===== config.mk =====
export PLATFORM = sky130hd
export DESIGN_NAME = gpio_port_regs
export DESIGN_NICKNAME = d
export VERILOG_FILES = /design/src/rtl/gpio_port_regs_pkg.sv /design/src/rtl/gpio_addr_decode.sv /design/src/rtl/gpio_mask_update.sv /design/src/rtl/gpio_read_mux.sv /design/src/rtl/gpio_port_regs.sv
export SDC_FILE = /design/constraint.sdc
export NUM_CORES = 2
export LEC_CHECK = 0
export CAP_MARGIN = 5
export CORE_AREA = 2 2 469 471
export CTS_CLUSTER_DIAMETER = 50
export DETAILED_ROUTE_END_ITERATION = 12
export DIE_AREA = 0 0 471 473
export HOLD_SLACK_MARGIN = 0.15
export PLACE_DENSITY_LB_ADDON = 0.05
export RECOVER_POWER = 25
export SETUP_SLACK_MARGIN = 0.02
export SLEW_MARGIN = 15
export SYNTH_ARGS = -nofsm -noshare
export SYNTH_HDL_FRONTEND = slang
export SYNTH_SLANG_ARGS = --single-unit

===== constraint.sdc =====
create_clock -name clk -period 6.6 [get_ports clk]
set_clock_uncertainty 0.2 [all_clocks]
set_input_delay 1.32 -clock clk [delete_from_list [all_inputs] [get_ports clk]]
set_output_delay 1.32 -clock clk [all_outputs]
set_load 0.01 [all_outputs]

===== src/rtl/gpio_port_regs_pkg.sv =====
package gpio_port_regs_pkg;

    // Kind of access the address decoder recognised
    typedef enum logic [3:0] {
        ACC_NONE,
        ACC_OUT,
        ACC_OUT_SET,
        ACC_OUT_CLR,
        ACC_PINS,
        ACC_DIR,
        ACC_DIR_SET,
        ACC_DIR_CLR,
        ACC_CFG,
        ACC_BAD
    } acc_kind_e;

    // Update rule applied to a maskable register
    typedef enum logic [1:0] {
        UPD_HOLD,
        UPD_REPLACE,
        UPD_SET,
        UPD_CLEAR
    } upd_op_e;

endpackage


===== src/rtl/gpio_addr_decode.sv =====
module gpio_addr_decode
    import gpio_port_regs_pkg::*;
#(
    parameter int AW       = 12,
    parameter int NPINS    = 32,
    parameter int IW       = 5,
    parameter int OUT_OFS  = 'h504,
    parameter int PINS_OFS = 'h510,
    parameter int DIR_OFS  = 'h514,
    parameter int CFG_OFS  = 'h700
) (
    input  logic          valid,
    input  logic          write,
    input  logic [AW-1:0] addr,
    output acc_kind_e     kind,
    output logic [IW-1:0] idx,
    output upd_op_e       out_op,
    output upd_op_e       dir_op
);

    localparam int CFG_LAST = CFG_OFS + 4 * (NPINS - 1);

    logic aligned;
    logic cfg_hit;

    assign aligned = (addr[1:0] == 2'b00);
    assign cfg_hit = (addr >= AW'(CFG_OFS)) && (addr <= AW'(CFG_LAST));
    assign idx     = IW'((addr - AW'(CFG_OFS)) >> 2);

    always_comb begin
        kind = ACC_BAD;
        if (!valid) begin
            kind = ACC_NONE;
        end else if (aligned) begin
            if      (addr == AW'(OUT_OFS))     kind = ACC_OUT;
            else if (addr == AW'(OUT_OFS + 4)) kind = ACC_OUT_SET;
            else if (addr == AW'(OUT_OFS + 8)) kind = ACC_OUT_CLR;
            else if (addr == AW'(PINS_OFS))    kind = write ? ACC_BAD : ACC_PINS;
            else if (addr == AW'(DIR_OFS))     kind = ACC_DIR;
            else if (addr == AW'(DIR_OFS + 4)) kind = ACC_DIR_SET;
            else if (addr == AW'(DIR_OFS + 8)) kind = ACC_DIR_CLR;
            else if (cfg_hit)                  kind = ACC_CFG;
        end
    end

    always_comb begin
        out_op = UPD_HOLD;
        dir_op = UPD_HOLD;
        if (write) begin
            unique case (kind)
                ACC_OUT:     out_op = UPD_REPLACE;
                ACC_OUT_SET: out_op = UPD_SET;
                ACC_OUT_CLR: out_op = UPD_CLEAR;
                ACC_DIR:     dir_op = UPD_REPLACE;
                ACC_DIR_SET: dir_op = UPD_SET;
                ACC_DIR_CLR: dir_op = UPD_CLEAR;
                default: ;
            endcase
        end
    end

endmodule


===== src/rtl/gpio_mask_update.sv =====
module gpio_mask_update
    import gpio_port_regs_pkg::*;
#(
    parameter int W = 32
) (
    input  upd_op_e      op,
    input  logic [W-1:0] cur,
    input  logic [W-1:0] wdata,
    output logic [W-1:0] nxt
);

    always_comb begin
        unique case (op)
            UPD_REPLACE: nxt = wdata;
            UPD_SET:     nxt = cur | wdata;
            UPD_CLEAR:   nxt = cur & ~wdata;
            default:     nxt = cur;
        endcase
    end

endmodule


===== src/rtl/gpio_read_mux.sv =====
module gpio_read_mux
    import gpio_port_regs_pkg::*;
#(
    parameter int DW    = 32,
    parameter int NPINS = 32,
    parameter int IW    = 5
) (
    input  acc_kind_e                       kind,
    input  logic [IW-1:0]                   idx,
    input  logic [NPINS-1:0]                out_val,
    input  logic [NPINS-1:0]                dir_val,
    input  logic [NPINS-1:0]                pin_val,
    input  logic [NPINS-1:0][DW-1:1]        cfg_hi,
    output logic [DW-1:0]                   rdata
);

    always_comb begin
        unique case (kind)
            ACC_OUT, ACC_OUT_SET, ACC_OUT_CLR: rdata = DW'(out_val);
            ACC_DIR, ACC_DIR_SET, ACC_DIR_CLR: rdata = DW'(dir_val);
            ACC_PINS:                          rdata = DW'(pin_val);
            ACC_CFG:                           rdata = {cfg_hi[idx], dir_val[idx]};
            default:                           rdata = '0;
        endcase
    end

endmodule


===== src/rtl/gpio_port_regs.sv =====
module gpio_port_regs
    import gpio_port_regs_pkg::*;
#(
    parameter int AW       = 12,
    parameter int NPINS    = 32,
    parameter int OUT_OFS  = 'h504,
    parameter int PINS_OFS = 'h510,
    parameter int DIR_OFS  = 'h514,
    parameter int CFG_OFS  = 'h700,
    parameter int CFG_RST  = 'h2
) (
    input  logic                  clk,
    input  logic                  rst_n,
    input  logic                  req_valid,
    input  logic                  req_write,
    input  logic [AW-1:0]         req_addr,
    input  logic [31:0]           req_wdata,
    input  logic [NPINS-1:0]      pad_in,
    output logic [31:0]           rsp_rdata,
    output logic                  rsp_err,
    output logic [NPINS-1:0]      out_o,
    output logic [NPINS-1:0]      dir_o,
    output logic [NPINS*32-1:0]   cfg_o
);

    localparam int DW = 32;
    localparam int IW = (NPINS > 1) ? $clog2(NPINS) : 1;
    localparam logic [DW-1:0] CFG_RST_W = DW'(CFG_RST);

    typedef struct packed {
        logic [NPINS-1:0]         out;
        logic [NPINS-1:0]         dir;
        logic [NPINS-1:0]         pins;
        logic [NPINS-1:0][DW-1:1] cfg_hi;
        logic [DW-1:0]            rdata;
        logic                     err;
    } state_t;

    state_t s_d, s_q;

    acc_kind_e        kind;
    logic [IW-1:0]    idx;
    upd_op_e          out_op, dir_op;
    logic [NPINS-1:0] out_nxt, dir_nxt;
    logic [DW-1:0]    rd_val;

    gpio_addr_decode #(
        .AW(AW), .NPINS(NPINS), .IW(IW),
        .OUT_OFS(OUT_OFS), .PINS_OFS(PINS_OFS),
        .DIR_OFS(DIR_OFS), .CFG_OFS(CFG_OFS)
    ) u_dec (
        .valid  (req_valid),
        .write  (req_write),
        .addr   (req_addr),
        .kind   (kind),
        .idx    (idx),
        .out_op (out_op),
        .dir_op (dir_op)
    );

    gpio_mask_update #(.W(NPINS)) u_out_upd (
        .op    (out_op),
        .cur   (s_q.out),
        .wdata (req_wdata[NPINS-1:0]),
        .nxt   (out_nxt)
    );

    gpio_mask_update #(.W(NPINS)) u_dir_upd (
        .op    (dir_op),
        .cur   (s_q.dir),
        .wdata (req_wdata[NPINS-1:0]),
        .nxt   (dir_nxt)
    );

    gpio_read_mux #(.DW(DW), .NPINS(NPINS), .IW(IW)) u_rd (
        .kind    (kind),
        .idx     (idx),
        .out_val (s_q.out),
        .dir_val (s_q.dir),
        .pin_val (s_q.pins),
        .cfg_hi  (s_q.cfg_hi),
        .rdata   (rd_val)
    );

    always_comb begin
        s_d      = s_q;
        s_d.pins = pad_in;
        s_d.err  = (kind == ACC_BAD);
        s_d.out  = out_nxt;
        s_d.dir  = dir_nxt;
        if (kind == ACC_CFG && req_write) begin
            s_d.cfg_hi[idx] = req_wdata[DW-1:1];
            s_d.dir[idx]    = req_wdata[0];
        end
        if (req_valid && !req_write) begin
            s_d.rdata = rd_val;
        end
    end

    always_ff @(posedge clk) begin
        if (!rst_n) begin
            s_q <= '0;
            for (int n = 0; n < NPINS; n++) begin
                s_q.cfg_hi[n] <= CFG_RST_W[DW-1:1];
            end
        end else begin
            s_q <= s_d;
        end
    end

    assign rsp_rdata = s_q.rdata;
    assign rsp_err   = s_q.err;
    assign out_o     = s_q.out;
    assign dir_o     = s_q.dir;

    for (genvar n = 0; n < NPINS; n++) begin : g_cfg
        assign cfg_o[n*DW +: DW] = {s_q.cfg_hi[n], s_q.dir[n]};
    end

endmodule


==> results.sh <==
export IMPL_post_route_period_util_pct=73.4
export IMPL_setup_worst_path_class="in -> reg"
export IMPL_final_antenna_net_count=0
export IMPL_dr_pass1_iters=7
export IMPL_drive_above_1_share_pct=12.7
export IMPL_dieArea_mm2=0.223
export IMPL_power_total_mw=18.4
export IMPL_cp_cell_sequence="clkdlybuf4s50_1 -> or3_1 -> a2111oi_0 -> nor2b_1 -> o211ai_4 -> buf_4 -> or3_2 -> mux2i_1 -> nand2_1"
export IMPL_holdBufCountCts=0
export IMPL_synth_edf_count=0
export IMPL_drt_total_wl_mm=346
export IMPL_drt_vias_per_instance=5.07
export IMPL_ys_top_cells_by_area="dfxtp_1 (40%), buf_4 (15%), nand2_1 (14%), mux4_2 (10%), a21oi_1 (8.5%)"
export IMPL_power_density_mw_per_mm2=267
export IMPL_sequentialPowerShare_pct=36.9
export IMPL_crit_path_max_incr_delay_ns=0.76
export IMPL_relSlewSlack_pct=-16.6
export IMPL_dpl_instance_area_mm2=0.0624
export IMPL_vias=48600
export IMPL_leakage_nw=24.3
export IMPL_syn2layout_area_growth_pct=22.6
export IMPL_synth_top_cell_area_share_pct=39.8
export IMPL_hp_class="reg -> reg"
export IMPL_detail_route_wl_per_cell_um=36.0
export IMPL_required_ns=7.09
export IMPL_grt_pass1_vias=45800
export IMPL_p_int_mw=13.7
export IMPL_tns_ns=0
export IMPL_drt_iter0_markers=4881
export IMPL_ys_seq_area_share_pct=39.8
export IMPL_violations="capacitance limit, slew limit"
export IMPL_met3_length_mm=23.9
export IMPL_gp_congestion=0.872
export IMPL_cts_tree="built"
export IMPL_crit_arrival_ns=5.33
export IMPL_hold_viol=0
export IMPL_cts_htree_levels=4
export IMPL_grt_usage_pct=29.8
export IMPL_endpoint_kind="register"
export IMPL_rows=172
export IMPL_rsz0062_at_grt="false"
export IMPL_yosysWarnings=0
export IMPL_cts_buffer_depth=3
export IMPL_cap_viol_max_count=1
export IMPL_finalMaxSlewViolations=74
export IMPL_core_area_mm2=0.218
export IMPL_yosys_area_top_type="dfxtp_1"
export IMPL_synthArstFlopShare_pct=0
export IMPL_clockPowerShare_pct=58.1
export IMPL_crit_buf_inv=2
export IMPL_cts_clk_slew_worst_paths_ns=0.06
export IMPL_p_sw_share_pct=25.6
export IMPL_die_h_um=473
export IMPL_ys_flop_type="dfxtp_1"
export IMPL_root_buffer="clkbuf_16"
export IMPL_top_level_ports=1201
export IMPL_outcome="complete, but fails checks"
export IMPL_min_period_ns=4.84
export IMPL_fillCellCount=22600
export IMPL_dr_wl_met2_mm=164
export IMPL_ys_seq_elements=1121
export IMPL_cts_resized=0
export IMPL_cts_sinks=1121
export IMPL_final_setup_viol_count=0
export IMPL_dr_max_layer_used="met5"
export IMPL_drc=0
export IMPL_syn_cell_area_mm2=0.0564
export IMPL_synth_most_common_cell="nand2_1"
export IMPL_clk_latency_ns=0.85
export IMPL_grt_pass1_wl_mm=452
export IMPL_start_kind="input port"
export IMPL_path_delay_family="simple AND/OR/NAND/NOR gates"
export IMPL_wl_met1_mm=138
export IMPL_synth_nets=6823
export IMPL_fmax_ghz=0.207
export IMPL_synth_commonest_cells="nand2_1 (2028), buf_4 (1148), dfxtp_1 (1121)"
export IMPL_io_buffers=1200
export IMPL_overflow=0
export IMPL_post_cts_setup_buffers=0
export IMPL_tightest_slew_ns=1.75
export IMPL_grt_max_degree=194
export IMPL_switchingPower_mw=4.71
export IMPL_nNetsFinal=6638
export IMPL_cp_max_fo=33
export IMPL_cts_buffers=184
export IMPL_hpwl_mm=252
export IMPL_start_util_pct=25.8
export IMPL_synth_distinct_cells=55
export IMPL_slowest_stage="clkdlybuf4s50_1"
export IMPL_stdcell_area_mm2=0.0691
export IMPL_p_comb_share_pct=5.0
export IMPL_antenna_found_initial=21
export IMPL_netlist_instances=6743
export IMPL_die_x_um=471
export IMPL_avgSynthCellArea_um2=8.36
export IMPL_max_vdd_ir_drop_v=0.000249
## metal layers
layer | up-vias | global-route usage, %
li1 | 21200 | -
met1 | 24700 | 36.1
met2 | 2165 | 49.2
met3 | 453 | 6.89
met4 | 6 | 15.3
met5 | - | 0
## cells in the final DEF, fill, tap and decap left out, types with 4 or more instances in the layout
cell type           n
clkinv_2           24
dlygate4sd3_1     529
mux2i_1            31
or3_2              21
clkbuf_8           27
clkbuf_16         186
clkbuf_1           19
buf_2              29
a311oi_1           32
inv_6              11
nand2b_1            7
o211ai_1           32
and2_1             17
clkdlybuf4s50_1   637
bufinv_16          31
and2_0             16
mux4_2            256
dfxtp_1          1121
nand3_2            12
buf_4             140
a21oi_1           960
or4_1              31
nand3b_1            4
nand2_1          2027
o22ai_1           156
diode_2             7
o21ai_1            50
nor3_4             31
nor2_1             39
clkinvlp_4         27
a22oi_1            65
nor3_2              5
buf_12             17
o21ai_0            14
clkinv_8            4
a221o_1            32
clkinv_4           10
## path summary, 6_finish.rpt
path               startpoint            end  slack (ns)  depth (start not counted)
setup reg to reg   cfg_o[916]  rsp_rdata[20]        3.82                          5
hold reg to reg    cfg_o[845]     cfg_o[845]        0.26                          2
hold / removal     cfg_o[845]     cfg_o[845]        0.26                          2
setup / recovery  req_addr[6]     cfg_o[897]        1.76                          9
## state kept, by name, indices dropped and copies added, names as in the netlist
register and cells:
out_o 32, cfg_o 992, dir_o 32, rsp_err 1, s_q 32, rsp_rdata 32
## tightest hold or removal path, delay by kind of cell, from the launching register on
kind,cells,cell delay [ns]
simple gates,1,0.05
flops,1,0.31
compound gates,1,0.05
## power groups by stage
stage                     clock [mW]  combinational (mW)  sequential (mW)
after floorplan                    0               0.435             6.94
after global placement             0               0.929             6.95
after detailed placement           0               0.925             6.95
after CTS                       10.8               0.927             6.80
after global routing            11.1               0.940             6.80
final                           10.7               0.921             6.80
## logic make-up after synthesis
logic type | count (synthesis) | share of synthesized area, %
buf+inv | 1732 | 19.8
flops | 1121 | 39.8
mux | 288 | 10.8
compound gates | 1355 | 13.4
simple gates | 2247 | 16.2
## layout make-up
type                    instances  area, um2  area share (%)
clock inverters               113       1640            2.37
inverters                       3       18.8          0.0272
diodes                          7       17.5          0.0254
flip-flops and latches       1121      22400            32.5
well taps                    2871       3590            5.20
clock buffers                 229       5090            7.36
repair buffers               1358      13300            19.2
multi-input cells            3890      23000            33.3
## through the flow
step           hold slack, ns  instances  worst slack [ns]  util, %
2_1_floorplan           0.242       6743              3.01        -
3_3_place_gp            0.252       9243              1.05     28.6
3_5_place_dp            0.258       9243             0.960     28.6
4_1_cts                 0.266       9585              1.91     31.7
5_1_grt                 0.279       9586              1.53     31.6
6_report                0.260       9592              1.76     31.7
(Power assumes the default switching activity.)
